===== src/rtl/rtc_evf_pkg.sv =====
package rtc_evf_pkg;
  parameter int unsigned FLAG_STRIDE = 8;

  typedef enum logic {
    SRC_COMPARE = 1'b0,
    SRC_CAPTURE = 1'b1
  } ch_src_e;

  function automatic int unsigned flag_pos(input int unsigned ch);
    return ch * FLAG_STRIDE;
  endfunction
endpackage


===== src/rtl/rtc_evf_window.sv =====
module rtc_evf_window #(
  parameter int unsigned CNT_W = 32,
  parameter int unsigned WIN_W = 16
) (
  input  logic [CNT_W-1:0] cnt_i,
  input  logic [CNT_W-1:0] cmp_i,
  output logic             hit_o
);
  localparam int unsigned HI_W = CNT_W - WIN_W;

  logic [CNT_W-1:0] diff;

  // reached or passed by less than one window (modulo wrap)
  always_comb begin
    diff  = cnt_i - cmp_i;
    hit_o = (diff[CNT_W-1:WIN_W] == HI_W'(0));
  end
endmodule


===== src/rtl/rtc_evf_capture.sv =====
module rtc_evf_capture #(
  parameter int unsigned CNT_W = 32
) (
  input  logic             clk_i,
  input  logic             rst_ni,
  input  logic [CNT_W-1:0] cnt_i,
  input  logic             arm_i,
  input  logic             strobe_i,
  output logic             edge_o,
  output logic [CNT_W-1:0] cap_o
);
  logic             strobe_q;
  logic [CNT_W-1:0] cap_q;

  assign edge_o = arm_i & strobe_i & ~strobe_q;
  assign cap_o  = cap_q;

  always_ff @(posedge clk_i or negedge rst_ni) begin
    if (!rst_ni) begin
      strobe_q <= 1'b0;
      cap_q    <= '0;
    end else begin
      strobe_q <= strobe_i;
      if (edge_o) cap_q <= cnt_i;
    end
  end

  AST_CAP_LATCH: assert property (@(posedge clk_i) disable iff (!rst_ni)
    ($rose(strobe_i) && arm_i) |=> (cap_o == $past(cnt_i)));
  AST_CAP_HOLD: assert property (@(posedge clk_i) disable iff (!rst_ni)
    (strobe_i && $past(strobe_i)) |=> $stable(cap_o));
endmodule


===== src/rtl/rtc_evf_chan.sv =====
module rtc_evf_chan #(
  parameter int unsigned BLANK_CYC = 2
) (
  input  logic clk_i,
  input  logic rst_ni,
  input  logic en_i,
  input  logic hit_i,
  input  logic clr_i,
  output logic flag_o,
  output logic event_o
);
  localparam int unsigned BW = $clog2(BLANK_CYC + 1);

  logic [BW-1:0] blank_q;
  logic          flag_q;
  logic          event_q;
  logic          set;

  assign set     = en_i & hit_i & (blank_q == BW'(0)) & ~clr_i;
  assign flag_o  = flag_q;
  assign event_o = event_q;

  always_ff @(posedge clk_i or negedge rst_ni) begin
    if (!rst_ni) begin
      blank_q <= '0;
      flag_q  <= 1'b0;
      event_q <= 1'b0;
    end else begin
      event_q <= set & ~flag_q;
      if (clr_i) begin
        flag_q  <= 1'b0;
        blank_q <= BW'(BLANK_CYC);
      end else begin
        if (blank_q != BW'(0)) blank_q <= blank_q - BW'(1);
        if (set) flag_q <= 1'b1;
      end
    end
  end

  AST_NEED_EN: assert property (@(posedge clk_i) disable iff (!rst_ni)
    (!en_i && !flag_q) |=> !flag_q);
  AST_CLR_BLANK: assert property (@(posedge clk_i) disable iff (!rst_ni)
    clr_i |=> !flag_q ##1 !flag_q ##1 !flag_q);
  AST_STICKY: assert property (@(posedge clk_i) disable iff (!rst_ni)
    (flag_q && !clr_i) |=> flag_q);
  AST_EVENT_RISE: assert property (@(posedge clk_i) disable iff (!rst_ni)
    event_q |-> (flag_q && !$past(flag_q)));
  AST_EVENT_ONE: assert property (@(posedge clk_i) disable iff (!rst_ni)
    event_q |=> !event_q);
endmodule


===== src/rtl/rtc_evflag_unit.sv =====
module rtc_evflag_unit
  import rtc_evf_pkg::*;
#(
  parameter int unsigned CNT_W     = 32,
  parameter int unsigned WIN_W     = 16,
  parameter int unsigned NUM_CH    = 3,
  parameter int unsigned CAP_CH    = 1,
  parameter int unsigned BLANK_CYC = 2,
  parameter int unsigned STAT_W    = 32
) (
  input  logic                    clk_i,
  input  logic                    rst_ni,
  input  logic [CNT_W-1:0]        cnt_i,
  input  logic [NUM_CH-1:0]       ch_en_i,
  input  logic                    cap_mode_i,
  input  logic                    cap_strobe_i,
  input  logic [NUM_CH*CNT_W-1:0] cmp_i,
  input  logic [NUM_CH-1:0]       flag_clr_i,
  output logic [STAT_W-1:0]       flag_o,
  output logic [NUM_CH-1:0]       event_o,
  output logic [CNT_W-1:0]        cap_val_o
);
  localparam int unsigned TOP_BIT = (NUM_CH - 1) * FLAG_STRIDE;

  logic [NUM_CH-1:0] flag;
  logic              cap_edge;
  ch_src_e           cap_src;

  assign cap_src = cap_mode_i ? SRC_CAPTURE : SRC_COMPARE;

  rtc_evf_capture #(.CNT_W(CNT_W)) u_capture (
    .clk_i   (clk_i),
    .rst_ni  (rst_ni),
    .cnt_i   (cnt_i),
    .arm_i   (ch_en_i[CAP_CH] & (cap_src == SRC_CAPTURE)),
    .strobe_i(cap_strobe_i),
    .edge_o  (cap_edge),
    .cap_o   (cap_val_o)
  );

  for (genvar g = 0; g < NUM_CH; g++) begin : g_ch
    logic cmp_hit;
    logic hit;

    rtc_evf_window #(.CNT_W(CNT_W), .WIN_W(WIN_W)) u_window (
      .cnt_i(cnt_i),
      .cmp_i(cmp_i[g*CNT_W +: CNT_W]),
      .hit_o(cmp_hit)
    );

    if (g == CAP_CH) begin : g_cap
      assign hit = (cap_src == SRC_CAPTURE) ? cap_edge : cmp_hit;
    end else begin : g_cmp
      assign hit = cmp_hit;
    end

    rtc_evf_chan #(.BLANK_CYC(BLANK_CYC)) u_chan (
      .clk_i  (clk_i),
      .rst_ni (rst_ni),
      .en_i   (ch_en_i[g]),
      .hit_i  (hit),
      .clr_i  (flag_clr_i[g]),
      .flag_o (flag[g]),
      .event_o(event_o[g])
    );
  end

  always_comb begin
    flag_o = '0;
    for (int unsigned c = 0; c < NUM_CH; c++) flag_o[flag_pos(c)] = flag[c];
  end

  initial begin
    AST_LAYOUT_FITS: assert (TOP_BIT < STAT_W);
  end

  AST_CAP_MODE_ONLY: assert property (@(posedge clk_i) disable iff (!rst_ni)
    (cap_mode_i && !cap_edge && !flag[CAP_CH]) |=> !flag[CAP_CH]);
endmodule


===== config.mk =====
export PLATFORM = sky130hd
export DESIGN_NAME = rtc_evflag_unit
export DESIGN_NICKNAME = d
export VERILOG_FILES = /design/src/rtl/rtc_evf_pkg.sv /design/src/rtl/rtc_evf_window.sv /design/src/rtl/rtc_evf_capture.sv /design/src/rtl/rtc_evf_chan.sv /design/src/rtl/rtc_evflag_unit.sv
export SDC_FILE = /design/constraint.sdc
export NUM_CORES = 1
export LEC_CHECK = 0
export BUFFER_PORTS_ARGS = -buffer_cell sky130_fd_sc_hd__buf_4
export CAP_MARGIN = 20
export CELL_PAD_IN_SITES_DETAIL_PLACEMENT = 0
export CELL_PAD_IN_SITES_GLOBAL_PLACEMENT = 1
export CORE_ASPECT_RATIO = 0.5
export CORE_MARGIN = 2
export CORE_UTILIZATION = 35
export DETAILED_ROUTE_END_ITERATION = 10
export HOLD_SLACK_MARGIN = 0.15
export PLACE_DENSITY = 0.82
export SLEW_MARGIN = 15
export SYNTH_ARGS = -nofsm -noshare
export SYNTH_HDL_FRONTEND = slang
export SYNTH_SLANG_ARGS = --single-unit

===== constraint.sdc =====
create_clock -name clk_i -period 4.51 [get_ports clk_i]
set_input_delay 0.902 -clock clk_i [delete_from_list [all_inputs] [get_ports clk_i]]
set_output_delay 0.902 -clock clk_i [all_outputs]
set_load 0.02 [all_outputs]

After elaboration in Yosys (flattened, before gate mapping)

Index checks and enable logic that the tools add are counted.

Bitwise operators: 22
Mux-type cells: 14
Reductions and logical operators: 15
Add/subtract/negate cells: 6

Operator list:

| operator                                                           | count |
|---|---|
| 32-bit subtractor                                                  | 3 |
| 16-bit logical NOT                                                 | 3 |
| 2-bit nonzero test                                                 | 9 |
| 1-bit AND                                                          | 15 |
| 2-bit two-way mux                                                  | 6 |
| 1-bit two-way mux                                                  | 8 |
| 1-bit inverter                                                     | 7 |
| 2-bit logical NOT                                                  | 3 |
| 2-bit by 1-bit subtractor with 2-bit output, second input constant | 3 |

Bits in registers: 45
Output and inout port bits: 67
Logic and storage cells: 68

Longest topological paths before layout

Gate-level depths: netlist of run 1.

Word-level depth: 10
Mapped depth: 13
Mapped depth without buffers: 11

Hierarchy

A second synthesis of run 1 with hierarchy kept.

Cells, all modules: 820
Area total of the unflattened synthesis: 6760.2 sq um

By module, submodules not included:

| module                                | seq. area each (sq um) | cells an instance | times used | area an instance (sq um) |
|---|---|---|---|---|
| rtc_evf_window (g_ch[0].u_window ...) | 0.0                    | 211               | 2          | 1478.9 |
| rtc_evf_window (g_ch[2].u_window)     | 0.0                    | 248               | 1          | 1687.9 |
| rtc_evf_capture                       | 825.8                  | 70                | 1          | 1352.5 |
| rtc_evf_chan                          | 100.1                  | 16                | 3          | 172.7 |
| rtc_evflag_unit                       | 0.0                    | 32                | 1          | 244.0 |

Least setup slack after synthesis of run 1

No wires, ideal clock.

Path type: input-to-reg
Start point: in cmp_i[33]
End point: reg g_ch[1].u_chan.event_q
Arrival time: 3.581 ns
Setup time: 0.111 ns
Stages: 10
Path slack: 0.818 ns
Required time: 4.399 ns
Buffers on the path: 0
Cells stage by stage: inv_1 -> ha_1 -> a2111o_1 -> a2111oi_4 -> o211ai_4 -> a21oi_1 -> mux2_2 -> nor4b_1 -> nand4_1 -> a2111oi_2

Longest elaborated chain between the ends: 7

RTL lines:

| item                   | RTL line              | source |
|---|---|---|
| start: declaration     | rtc_evflag_unit.sv:17 | `input logic [NUM_CH*CNT_W-1:0] cmp_i,` |
| 32-bit subtractor      | rtc_evf_window.sv:15  | `diff = cnt_i - cmp_i;` |
| 16-bit logical NOT     | rtc_evf_window.sv:16  | `hit_o = (diff[CNT_W-1:WIN_W] == HI_W'(0));` |
| 1-bit two-way mux      | rtc_evflag_unit.sv:52 | `assign hit = (cap_src == SRC_CAPTURE) ? cap_edge : cmp_hit;` |
| 1-bit AND (3 in a row) | rtc_evf_chan.sv:19    | `assign set = en_i & hit_i & (blank_q == BW'(0)) & ~clr_i;` |
| 1-bit AND              | rtc_evf_chan.sv:29    | `event_q <= set & ~flag_q;` |
| end signal: assignment | rtc_evf_chan.sv:29    |  |
| end: declaration       | rtc_evf_chan.sv:16    | `logic event_q;` |

Every way passes these cells.
A chain may end at the register's enable or synchronous reset.

Final worst setup path of run 1

Start point: in cnt_i[22]
End point: reg g_ch[1].u_chan.event_q

Longest elaborated chain between the ends: 7

RTL lines:

| item                   | RTL line              | source |
|---|---|---|
| start: declaration     | rtc_evflag_unit.sv:13 | `input logic [CNT_W-1:0] cnt_i,` |
| 32-bit subtractor      | rtc_evf_window.sv:15  |  |
| 16-bit logical NOT     | rtc_evf_window.sv:16  |  |
| 1-bit two-way mux      | rtc_evflag_unit.sv:52 |  |
| 1-bit AND (3 in a row) | rtc_evf_chan.sv:19    |  |
| 1-bit AND              | rtc_evf_chan.sv:29    |  |

Every way passes these cells.

==> qor_table.md, run 1 <==
| Step | Item | This run |
| --- | --- | --- |
| run status | Outcome | complete, no violations |
| floorplanning | Core area | 21500 um2 |
| setup path | Category of the worst setup path launch point | input port |
| clock tree | Setup Buffers After CTS | 0 |
| sta | Relative slew slack | 0.498 |
| sta | Final hold slack | 0.466 ns |
| global routing | Pin count of the biggest net entering global routing | 46 |
| clock tree | Worst-Skew Late Latency | 0.30 ns |
| setup path | Crit path capture type | flip-flop |
| cells and area | Utilization after layout | 0.429 |
| detailed routing | Detail-routed net length per standard cell | 18.3 um |
| sta | Pins Over Slew Limit | 0 |
| setup path | Worst-case register-to-register setup slack | 1.92 ns |
| cells and area | Share of post-route cells with drive strength above 1 | 0.201 |
| power and ir drop | Worst VDD drop | 158 uV |
| logic synthesis | Leading cell types by total area after synthesis | ha_1 15%, dfrtp_1 15%, inv_1 6.1% |
| placed design | Routability congestion estimate | 0.924 |
| clock tree | CTS tree | built |
| placed design | Pre-CTS setup slack | 0.347 ns |
| flow run | # Max-Cap Violations | 0 |
| placed design | Placed wire-length estimate | 22.8 mm |
| cells and area | Fill count | 2241 |
| logic synthesis | Seq/Total Area, Yosys | 0.148 |
| power and ir drop | Pwr/cell area | 247 nW/um2 |
| floorplanning | Height of the die | 108 um |
| global routing | Number of global-route vias before repair | 7841 |
| clock tree | Number of clock sinks seen by CTS | 45 |
| sta | Worst-margin pin slew | 0.747 ns |
| sta | Count of final hold-check violations | 0 |
| logic synthesis | Number of enable flip-flop cells after synthesis | 0 |
| floorplanning | Initial core utilization | 0.353 |
| logic synthesis | Seq cells post-synth | 45 |
| detailed routing | Count of unresolved DRC violations after routing | 0 |
| global routing | Overall fraction of global-route tracks in use | 0.233 |
| logic synthesis | Netlist cell types | 77 |
| logic synthesis | Library cell occupying the most area in the post-synthesis netlist | ha_1 |
| sta | Fin crit period | 3.92 ns |
| global routing | Remaining global-route overflow | 0 |
| sta | Final total negative setup slack | 0 ns |
| setup path | Worst endpoint required time | 4.71 ns |
| clock tree | Clock-pin slew of the registers on the worst-case setup and hold paths | 0.07 ns |
| cells and area | Growth of design area from synthesis to finish | 21.5% |
| cells and area | Number of nets in the finished design | 1397 |
| detailed routing | Via total after detailed routing | 8247 |
| logic synthesis | Synthesized cell area | 7590 um2 |
| logic synthesis | Post-synthesis area per instance | 7.49 um2 |
| detailed routing | DR pass1 iterations | 5 |
| detailed routing | Number of antenna-violating nets in the routed design | 0 |
| logic synthesis | Proportion of synthesized flip-flops having asynchronous set or reset | 1.00 |
| logic synthesis | Area share of the largest cell type after synthesis | 0.153 |
| clock tree | CTS Buffer Depth | 2 |
| global routing | First-pass GRT wire length | 42.1 mm |
| logic synthesis | Total number of yosys warnings | 0 |
| power and ir drop | Static leakage power | 0.00458 uW |
| detailed routing | Average via count per standard cell | 5.62 |
| detailed routing | Overall routed net length | 26.9 mm |
| cells and area | Commonest cells after routing, fill and taps aside | 177 x buf_4, 123 x inv_1, 93 x ha_1 |
| clock tree | Resized cells post-CTS | 0 |
| placed design | Port Buffers | 175 |
| global routing | Initial antenna violation count | 0 |
| worst hold path | Type of the tightest min-delay check | flip-flop to flip-flop |
| clock tree | Root Driver | clkbuf_16 |
| clock tree | Number of clock buffers inserted by TritonCTS | 5 |
| setup path | Highest net fanout along the worst path | 11 |
| floorplanning | I/O pin count | 205 |
| sta | Maximum clock frequency | 255 MHz |
| cells and area | Most frequent standard cell in the layout excluding fill and tap cells | buf_4 |
| floorplanning | Die width | 212 um |
| clock tree | CTS H-tree depth | 2 |
| floorplanning | Placement row count | 38 |
| setup path | Data arrival, critical path | 4.12 ns |
| sta | Ratio of final minimum period to clock period | 0.870 |
| sta | RSZ-0062 raised after global routing | no |
| sta | Setup violation total in the final timing report | 0 |
| sta | Fin Clk Skew | 0.00577 ns |
| sta | Final setup margin | 0.587 ns |
| setup path | Critical setup path kind | input port to flip-flop |
| logic synthesis | Syn Inst Count | 1013 |
| power and ir drop | Total power consumption of the routed design | 2280 uW |
| floorplanning | Die ar. | 22900 um2 |
| clock tree | Number of hold buffers added after cts | 0 |
| logic synthesis | Top FF cell, synth | dfrtp_1 |
| detailed routing | Number of DRC violations after detailed-routing iteration 0 | 608 |
-- critical path, stage by stage --
cell,delay [ns]
buf_4,0.14
ha_1,0.45
a21o_1,0.24
a21oi_1,0.31
a21oi_1,0.15
or4b_1,0.53
nor4_1,0.27
o211ai_1,0.13
nor4_1,0.46
nand4_1,0.17
a2111oi_2,0.36
-- logic make-up after synthesis --
kind of cell / count (synthesis) / synth area share
DFF: 45 / 0.148
xor gates and xnor gates: 15 / 0.0173
muxes: 44 / 0.0636
buffers and inverters: 182 / 0.108
AOI/OAI and AO/OA: 319 / 0.290
and+or+nand+nor: 314 / 0.219
other: 1 / 0.000494
adders and majority gates: 93 / 0.153
-- worst paths after layout --
| kind | from | depth (start not counted) | endpoint |
|---|---|---|---|
| worst min-delay path | g_ch[0].u_chan.flag_o | 1 | g_ch[0].u_chan.event_o |
| worst max-delay path | cnt_i[22] | 11 | g_ch[1].u_chan.event_o |
| worst min register to register | g_ch[0].u_chan.flag_o | 1 | g_ch[0].u_chan.event_o |
| min in group asynchronous | rst_ni | 1 | u_capture.cap_o[31] |
| worst max register to register | g_ch[0].u_chan.blank_q[0] | 10 | g_ch[0].u_chan.event_o |
| max in group asynchronous | rst_ni | 1 | u_capture.cap_o[13] |
-- synthesized netlist by cell type (all sizes together), types with 6 or more instances --
cell and number:
a2111oi 6, a211oi 8, a21o 29, a21oi 88
a31oi 8, and2 12, and3 21, and4 10
buf 39, clkbuf 20, dfrtp 45, ha 93
inv 123, mux2 34, mux2i 10, nand2 75
nand2b 18, nand3 21, nand4 22, nand4b 6
nor2 54, nor3 28, nor4 17, o2111ai 7
o211ai 22, o21a 16, o21ai 54, o21bai 12
o22ai 6, xnor2 8, xor2 7
-- stage by stage --
step                cell area, um2  std cells
global route                  9220       1467
CTS                           9220       1467
finish                        9220       1468
detailed placement            9040       1459
floorplan                     7690       1041
global placement              9040       1459
-- power breakdown --
part / internal [uW] / leakage, uW / switching [uW]
clock network: 277 / 0.0000831 / 172
logic: 551 / 0.00395 / 743
registers: 491 / 0.000548 / 46.6
total: 1320 / 0.00458 / 962
-- per-layer routing --
metal  track usage  part of all wire  vias up
met5             0                 0        -
met4        0.0679             0.020        0
met3        0.0157             0.038       33
met2         0.382              0.46      223
met1         0.329              0.48     3980
li1              -                 -     4011
-- cell type report --
type / count / area, um2 / share of cell area
Multi-Input combinational cell: 814 / 5750 / 0.624
Timing Repair Buffer: 177 / 1330 / 0.144
Sequential cell: 45 / 1130 / 0.122
Inverter: 123 / 462 / 0.0501
Tap cell: 300 / 375 / 0.0407
Clock buffer: 6 / 139 / 0.0151
Clock inverter: 2 / 37.5 / 0.00407
Antenna cell: 1 / 2.50 / 0.000271
-- state kept, by name, indices dropped and copies added (netlist names) --
name / cells
g_ch.u_chan.blank_q: 6
g_ch.u_chan.event_o: 3
g_ch.u_chan.flag_o: 3
u_capture.cap_o: 32
u_capture.strobe_q: 1
(Power assumes the default switching activity.)
==> run 2, diff against run 1 <==
--- a/config.mk
+++ b/config.mk
@@ -10,7 +10,7 @@
 export CELL_PAD_IN_SITES_DETAIL_PLACEMENT = 0
 export CELL_PAD_IN_SITES_GLOBAL_PLACEMENT = 1
 export CORE_ASPECT_RATIO = 0.5
-export CORE_MARGIN = 2
+export CORE_MARGIN = 4
 export CORE_UTILIZATION = 35
 export DETAILED_ROUTE_END_ITERATION = 10
 export HOLD_SLACK_MARGIN = 0.15
==> run 2 against run 1 <==
Against the previous run:
- clock skew is 0.0042 ns higher
- worst setup slack better by 0.12 ns
- sequential share of layout area hardly changed
- sequential power hardly changed
- largest cell class unchanged
- largest power group unchanged
==> qor_table.md, run 2 (same netlist as run 1, synthesis figures left out) <==
| Step | Item | This run | Change |
| --- | --- | --- | --- |
| global routing | Met3 track utilization from global routing | 0.0235 | +0.00785 |
| power and ir drop | Pwr/cell area | 244 nW/um2 | -1.4% |
| setup path | Highest net fanout along the worst path | 5 | -6 |
| clock tree | Setup Buffers After CTS | 0 | unchanged |
| global routing | Met1 Usage GRT | 0.301 | -0.0281 |
| clock tree | Resized cells post-CTS | 0 | unchanged |
| clock tree | Root Driver | clkbuf_16 |  |
| floorplanning | Core area | 20900 um2 | -2.6% |
| setup path | Crit path capture type | flip-flop |  |
| sta | Setup violation total in the final timing report | 0 | unchanged |
| sta | Fin Clk Skew | 0.0100 ns | +0.00423 ns |
| setup path | Delay of the slowest critical-path stage | 0.49 ns | -0.04 ns |
| worst hold path | Worst hold path startpoint | g_ch[0].u_chan.flag_o |  |
| detailed routing | Number of DRC violations after detailed-routing iteration 0 | 790 | +30% |
| global routing | Initial antenna violation count | 0 | unchanged |
| sta | RSZ-0062 raised after global routing | no |  |
| detailed routing | DR pass1 iterations | 5 | unchanged |
| floorplanning | Die width | 216 um | +1.9% |
| setup path | Worst endpoint required time | 4.72 ns | about the same |
| sta | Relative slew slack | 0.476 | -0.0229 |
| cells and area | Commonest cells after routing, fill and taps aside | 178 x buf_4, 123 x inv_1, 93 x ha_1 |  |
| setup path | Worst-case register-to-register setup slack | 1.88 ns | -0.04 ns |
| clock tree | Number of clock buffers inserted by TritonCTS | 5 | unchanged |
| clock tree | CTS H-tree depth | 2 | unchanged |
| worst hold path | Type of the tightest min-delay check | flip-flop to flip-flop |  |
| flow run | # Max-Cap Violations | 0 | unchanged |
| setup path | Ordered list of cells on the worst path | buf_4 > ha_1 > a2111o_1 > a2111oi_4 > o211ai_4 > a21oi_1 > mux2_2 > nor4b_1 > nand4_1 > a2111oi_2 |  |
| sta | Final setup margin | 0.707 ns | +0.120 ns |
| cells and area | Max reg flops | 32 | unchanged |
| detailed routing | Overall routed net length | 27.1 mm | +0.83% |
| cells and area | Number of nets in the finished design | 1398 | +0.072% |
| clock tree | Worst-Skew Late Latency | 0.31 ns | about the same |
| detailed routing | Average via count per standard cell | 5.63 | +0.27% |
| detailed routing | Detail-routed net length per standard cell | 18.6 um | +1.4% |
| placed design | Port Buffers | 175 | unchanged |
| clock tree | Clock-pin slew of the registers on the worst-case setup and hold paths | 0.08 ns | about the same |
| setup path | Data arrival, critical path | 4.01 ns | -0.11 ns |
| sta | Ratio of final minimum period to clock period | 0.843 | -0.0266 |
| run status | Outcome | complete, no violations |  |
| cells and area | Share of post-route cells with drive strength above 1 | 0.201 | +0.000684 |
| global routing | Pin count of the biggest net entering global routing | 46 | unchanged |
| global routing | First-pass GRT wire length | 42.1 mm | about the same |
| worst hold path | Number of stages on the worst hold path | 1 | unchanged |
| clock tree | CTS tree | built |  |
| detailed routing | Via total after detailed routing | 8224 | -0.28% |
| floorplanning | Height of the die | 112 um | +3.7% |
| global routing | Met2 usage | 0.358 | -0.0241 |
| power and ir drop | Total power consumption of the routed design | 2240 uW | -1.7% |
| setup path | Cells on worst reg2reg path | 9 | -1 |
| sta | Count of final hold-check violations | 0 | unchanged |
| cells and area | Growth of design area from synthesis to finish | 21.1% |  |
| cells and area | Most frequent standard cell in the layout excluding fill and tap cells | buf_4 |  |
| placed design | Placed wire-length estimate | 22.9 mm | +0.74% |
| setup path | Startpoint of the most critical register-to-register path | g_ch[2].u_chan.blank_q[0] |  |
| sta | Pins Over Slew Limit | 0 | unchanged |
| global routing | Overall fraction of global-route tracks in use | 0.214 | -0.0190 |
| clock tree | Number of clock sinks seen by CTS | 45 | unchanged |
| cells and area | # diodes | 0 | -1 |
| sta | Final total negative setup slack | 0 ns | unchanged |
| detailed routing | Count of unresolved DRC violations after routing | 0 | unchanged |
| floorplanning | Initial core utilization | 0.363 | +0.00954 |
| setup path | R2r endpoint | g_ch[2].u_chan.flag_o |  |
| floorplanning | Die ar. | 24200 um2 | +5.7% |
| placed design | Routability congestion estimate | 0.953 | +3.2% |
| global routing | GRT Max-Usage Layer | met2 |  |
| floorplanning | Placement row count | 37 | -2.6% |
| power and ir drop | Worst VDD drop | 143 uV | -9.3% |
| clock tree | Number of hold buffers added after cts | 0 | unchanged |
| global routing | Number of global-route vias before repair | 7790 | -0.65% |
| setup path | Critical setup path kind | input port to flip-flop |  |
| worst hold path | Hold Path End | g_ch[0].u_chan.event_o |  |
| global routing | Remaining global-route overflow | 0 | unchanged |
| setup path | Slowest library cell on the worst path | a2111oi_4 |  |
| sta | Maximum clock frequency | 263 MHz | +3.2% |
| clock tree | CTS Buffer Depth | 2 | unchanged |
| setup path | Category of the worst setup path launch point | input port |  |
| sta | Fin crit period | 3.80 ns | -0.120 ns |
| power and ir drop | Static leakage power | 0.00458 uW | about the same |
| detailed routing | Number of antenna-violating nets in the routed design | 0 | unchanged |
| sta | Worst-margin pin slew | 0.767 ns | +0.0195 ns |
| placed design | Pre-CTS setup slack | 0.373 ns | +0.0263 ns |
| floorplanning | I/O pin count | 205 | unchanged |
-- run 2: cell count changes in the layout (fill, tap and decap cells not counted) --
cell	change
buf_4	+1
bufinv_16	-1
clkinvlp_4	-1
inv_8	+1
diode_2	-1
clkbuf_8	-1
inv_6	+2
-- run 2: worst max path at each step --
stage | from | to | depth (start not counted)
after floorplan | cmp_i[33] | g_ch[1].u_chan.event_o | 10
after global routing | cnt_i[1] | g_ch[1].u_chan.event_o | 10
after global placement | cnt_i[1] | g_ch[1].u_chan.event_o | 10
final | cnt_i[1] | g_ch[1].u_chan.event_o | 10
after detailed placement | cnt_i[1] | g_ch[1].u_chan.event_o | 10
after CTS | cnt_i[1] | g_ch[1].u_chan.event_o | 10
-- run 2: where the power goes --
part	switching, uW	total, uW	internal [uW]
Sequential	46.0	537	491
Combinational	738	1290	552
Clock	200	414	214
-- run 2: worst max-delay path: cells and delay by family --
family	cells	cell delay, ns
buffers and inverters	1	0.14
muxes	1	0.38
and+or+nand+nor	2	0.46
AOI/OAI and AO/OA	5	1.80
adders and majority gates	1	0.32
-- run 2: cell type report --
type	count	area, um2
flip-flops and latches	45	1130
fillers	2149	11700
clock buffers	5	125
inverters	123	462
repair buffers	178	1340
clock inverters	3	28.8
multi-input cells	814	5750
well taps	292	365
-- run 2: layer usage --
layer	wire [um]	up-vias
li1	-	4015
met1	12800	3927
met2	12800	255
met3	1170	27
met4	336	0
met5	0	-
-- run 2: through the flow --
| stage | cell area (um2) | utilization | hold slack [ns] | std cells |
|---|---|---|---|---|
| floorplan | 7690 | - | 0.433 | 1041 |
| global placement | 9040 | 0.432 | 0.452 | 1452 |
| detailed placement | 9040 | 0.432 | 0.465 | 1452 |
| CTS | 9190 | 0.439 | 0.474 | 1460 |
| global route | 9190 | 0.439 | 0.511 | 1460 |
| finish | 9190 | 0.439 | 0.470 | 1460 |
==> run 3, diff against run 2 <==
--- a/config.mk
+++ b/config.mk
@@ -5,16 +5,17 @@
 export SDC_FILE = /design/constraint.sdc
 export NUM_CORES = 1
 export LEC_CHECK = 0
+export ABC_AREA = 1
 export BUFFER_PORTS_ARGS = -buffer_cell sky130_fd_sc_hd__buf_4
 export CAP_MARGIN = 20
 export CELL_PAD_IN_SITES_DETAIL_PLACEMENT = 0
 export CELL_PAD_IN_SITES_GLOBAL_PLACEMENT = 1
 export CORE_ASPECT_RATIO = 0.5
 export CORE_MARGIN = 4
-export CORE_UTILIZATION = 35
+export CORE_UTILIZATION = 34
 export DETAILED_ROUTE_END_ITERATION = 10
 export HOLD_SLACK_MARGIN = 0.15
-export PLACE_DENSITY = 0.82
+export PLACE_DENSITY = 0.87
 export SLEW_MARGIN = 15
 export SYNTH_ARGS = -nofsm -noshare
 export SYNTH_HDL_FRONTEND = slang
==> constraint.sdc (replaced) <==
create_clock -name clk_i -period 3.1 [get_ports clk_i]
set_input_delay 0.62 -clock clk_i [delete_from_list [all_inputs] [get_ports clk_i]]
set_output_delay 0.62 -clock clk_i [all_outputs]
set_load 0.02 [all_outputs]
==> run 3 against run 2 <==
Against the previous run:
- routed wire length grew 6.1%
- critical path depth up 4
- non-clock buffer count decreased by 2
- synthesized area up 9.9%
- critical path type unchanged
==> qor_table.md, run 3 <==
| Step | Item | This run | Change |
| --- | --- | --- | --- |
| logic synthesis | Simple-Gate Fraction of Synth Area | 0.378 | +0.158 |
| setup path | Ordered list of cells on the worst path | buf_4 > ha_1 > nand2_1 > o21ai_0 > a21oi_1 > o21ai_0 > nand2_1 > nand2_1 > nor2_1 > nor2_1 > nand2_1 > nor2_2 > nand3_2 > a21oi_2 |  |
| floorplanning | Core area | 24100 um2 | +15% |
| detailed routing | Overall routed net length | 28.8 mm | +6.1% |
| logic synthesis | Portion of netlist area occupied by mux cells | 0.0418 | -0.0218 |
| flow run | # Max-Cap Violations | 0 | unchanged |
| cells and area | Commonest cells after routing, fill and taps aside | 466 x nand2_1, 276 x inv_1, 176 x buf_4 |  |
| clock tree | Number of clock buffers inserted by TritonCTS | 5 | unchanged |
| placed design | Placed wire-length estimate | 25.4 mm | +11% |
| detailed routing | Average via count per standard cell | 4.75 | -16% |
| clock tree | Setup Buffers After CTS | 0 | unchanged |
| logic synthesis | Post-synthesis share of cell area spent on full adders, half adders and majority gates | 0.139 | -0.0138 |
| floorplanning | Height of the die | 119 um | +5.9% |
| placed design | Routability congestion estimate | 0.929 | -2.5% |
| logic synthesis | Proportion of synthesized flip-flops having asynchronous set or reset | 1.00 | unchanged |
| cells and area | Number of nets in the finished design | 1864 | +33% |
| logic synthesis | Cell with the most instances after synthesis | nand2_1 |  |
| logic synthesis | Total number of yosys warnings | 0 | unchanged |
| global routing | Initial antenna violation count | 0 | unchanged |
| cells and area | Area of all placed cells without fillers | 10100 um2 | +9.4% |
| clock tree | CTS Buffer Depth | 2 | unchanged |
| sta | Final total negative setup slack | 0 ns | unchanged |
| floorplanning | Placement row count | 40 | +8.1% |
| detailed routing | Count of unresolved DRC violations after routing | 0 | unchanged |
| detailed routing | Detail-routed net length per standard cell | 14.6 um | -21% |
| logic synthesis | Post-synthesis area per instance | 5.71 um2 | -24% |
| clock tree | Number of clock sinks seen by CTS | 45 | unchanged |
| logic synthesis | Post-synthesis share of cell area spent on xor and xnor gates | 0.0157 | -0.00156 |
| setup path | Data arrival, critical path | 2.66 ns | -1.35 ns |
| sta | Relative slew slack | 0.579 | +0.104 |
| placed design | Total cell area at the placement stage | 9910 um2 | +9.7% |
| clock tree | Root Driver | clkbuf_16 |  |
| floorplanning | Die ar. | 27300 um2 | +12% |
| cells and area | Fill count | 2704 | +26% |
| logic synthesis | Most frequent cells after synthesis | 466 x nand2_1, 276 x inv_1, 150 x nor2_1 |  |
| placed design | Placed instance count | 1962 | +35% |
| logic synthesis | Top FF cell, synth | dfrtp_1 |  |
| cells and area | Most frequent standard cell in the layout excluding fill and tap cells | nand2_1 |  |
| setup path | Dominant cell type by count on the critical path | nand2_1 |  |
| power and ir drop | Static leakage power | 0.00587 uW | +28% |
| logic synthesis | Syn Inst Count | 1460 | +44% |
| logic synthesis | Number of enable flip-flop cells after synthesis | 0 | unchanged |
| global routing | Pin count of the biggest net entering global routing | 46 | unchanged |
| cells and area | Post-route non-filler standard cell count | 1970 | +35% |
| clock tree | CTS H-tree depth | 2 | unchanged |
| global routing | Overall fraction of global-route tracks in use | 0.206 | -0.00726 |
| sta | Ratio of final minimum period to clock period | 0.781 |  |
| clock tree | Resized cells post-CTS | 0 | unchanged |
| logic synthesis | Compound-gate portion of the synthesized area | 0.130 | -0.160 |
| sta | RSZ-0062 raised after global routing | no |  |
| floorplanning | I/O pin count | 205 | unchanged |
| global routing | First-pass GRT wire length | 45.5 mm | +8.1% |
| logic synthesis | Seq cells post-synth | 45 | unchanged |
| setup path | Delay of the slowest critical-path stage | 0.35 ns | -0.14 ns |
| sta | Maximum clock frequency | 413 MHz |  |
| detailed routing | Number of antenna-violating nets in the routed design | 0 | unchanged |
| placed design | Port Buffers | 175 | unchanged |
| worst hold path | Type of the tightest min-delay check | input port to async pin |  |
| detailed routing | Via total after detailed routing | 9348 | +14% |
| global routing | Remaining global-route overflow | 0 | unchanged |
| setup path | Critical setup path kind | input port to flip-flop |  |
| detailed routing | DR pass1 iterations | 5 | unchanged |
| logic synthesis | Synthesized cell area | 8340 um2 | +9.9% |
| sta | Worst-margin pin slew | 0.631 ns | -0.136 ns |
| global routing | Number of global-route vias before repair | 9172 | +18% |
| cells and area | Max reg flops | 32 | unchanged |
| clock tree | Number of hold buffers added after cts | 0 | unchanged |
| run status | Outcome | complete, no violations |  |
| sta | Setup violation total in the final timing report | 0 | unchanged |
| setup path | Highest net fanout along the worst path | 4 | -1 |
| sta | Fin crit period | 2.42 ns |  |
| logic synthesis | Seq/Total Area, Yosys | 0.135 | -0.0134 |
| clock tree | CTS tree | built |  |
| sta | Count of final hold-check violations | 0 | unchanged |
| cells and area | Utilization after layout | 0.418 | -0.0215 |
| power and ir drop | Worst VDD drop | 186 uV | +30% |
| logic synthesis | Area share of the largest cell type after synthesis | 0.210 | +0.0564 |
| logic synthesis | Largest family of logic cells by synthesized area | simple AND/OR/NAND/NOR gates |  |
| clock tree | Clock-pin slew of the registers on the worst-case setup and hold paths | 0.08 ns | about the same |
| sta | Pins Over Slew Limit | 0 | unchanged |
| setup path | Slowest library cell on the worst path | o21ai_0 |  |
| detailed routing | Number of DRC violations after detailed-routing iteration 0 | 585 | -26% |
| cells and area | Share of post-route cells with drive strength above 1 | 0.152 | -0.0488 |
| logic synthesis | Library cell occupying the most area in the post-synthesis netlist | nand2_1 |  |
| cells and area | Growth of design area from synthesis to finish | 20.6% |  |
| setup path | Worst endpoint required time | 3.34 ns | -1.38 ns |
| logic synthesis | Leading cell types by total area after synthesis | nand2_1 21%, ha_1 14%, dfrtp_1 13% |  |
| power and ir drop | Pwr/cell area | 322 nW/um2 | +32% |
| logic synthesis | Netlist cell types | 36 | -53% |
| clock tree | Worst-Skew Late Latency | 0.31 ns | about the same |
| cells and area | # diodes | 0 | unchanged |
| setup path | Category of the worst setup path launch point | input port |  |
| sta | Fin Clk Skew | 0.00734 ns | -0.00266 ns |
| floorplanning | Initial core utilization | 0.347 | -0.0161 |
| floorplanning | Die width | 230 um | +6.1% |
| setup path | Crit path capture type | flip-flop |  |
run 3: worst max-delay path: cells and delay by family:
family / cells / cell delay [ns]
AO/OA/AOI/OAI: 4 / 0.83
AND/OR/NAND/NOR: 8 / 0.74
adder cells (fa/ha/maj): 1 / 0.31
buffers and inverters: 1 / 0.15
run 3: metrics by stage:
step | worst slack (ns) | power (uW) | hold slack, ns
after floorplan | 0.895 | 2030 | 0.324
after global placement | 0.386 | 2650 | 0.470
after detailed placement | 0.368 | 2660 | 0.461
after CTS | 0.699 | 3250 | 0.325
after global routing | 0.339 | 3520 | 0.354
final | 0.679 | 3240 | 0.302
run 3: where the power goes:
| group | internal, uW | switching, uW | leakage, uW |
|---|---|---|---|
| Clock | 302 | 278 | 0.0000702 |
| Sequential | 716 | 70.2 | 0.000549 |
| Combinational | 742 | 1130 | 0.00525 |
| Total | 1760 | 1480 | 0.00587 |
run 3: cells by family (layout without fill, tap and decap cells):
kind of cell | Yosys count | count (layout)
AND/OR/NAND/NOR | 757 | 757
buffers and inverters | 320 | 466
AO/OA/AOI/OAI | 198 | 198
adder cells (fa/ha/maj) | 93 | 93
flip-flops | 45 | 45
multiplexers | 31 | 31
XOR/XNOR | 15 | 15
other | 1 | 29
run 3: area by class of cell:
class,instances,area (um2),area share
repair buffers,176,1320,0.131
multi-input cells,1123,5980,0.595
clock buffers,5,125,0.0124
well taps,336,420,0.0418
flip-flops and latches,45,1130,0.112
inverters,282,1060,0.105
clock inverters,3,21.3,0.00211
run 3: worst paths after layout:
kind                                            from                     end  slack (ns)  depth (start not counted)
max                                         cnt_i[6]   g_ch[0].u_chan.flag_o        0.68                         14
min                                           rst_ni   g_ch[2].u_chan.flag_o        0.30                          1
max reg2reg                g_ch[0].u_chan.blank_q[0]   g_ch[0].u_chan.flag_o        1.58                          9
min reg2reg                    g_ch[0].u_chan.flag_o  g_ch[0].u_chan.event_o        0.47                          1
max in group asynchronous                     rst_ni  g_ch[1].u_chan.event_o        2.34                          1
min in group clk_i                      cap_strobe_i      u_capture.strobe_q        0.43                          1
run 3: metal layers:
| metal | global-route usage | vias to the layer above | routed length, um |
|---|---|---|---|
| met5 | 0 | - | 0 |
| met4 | 0.0596 | 0 | 714 |
| met3 | 0.0181 | 43 | 963 |
| met2 | 0.366 | 169 | 13800 |
| met1 | 0.268 | 4247 | 13300 |
| li1 | - | 4889 | - |
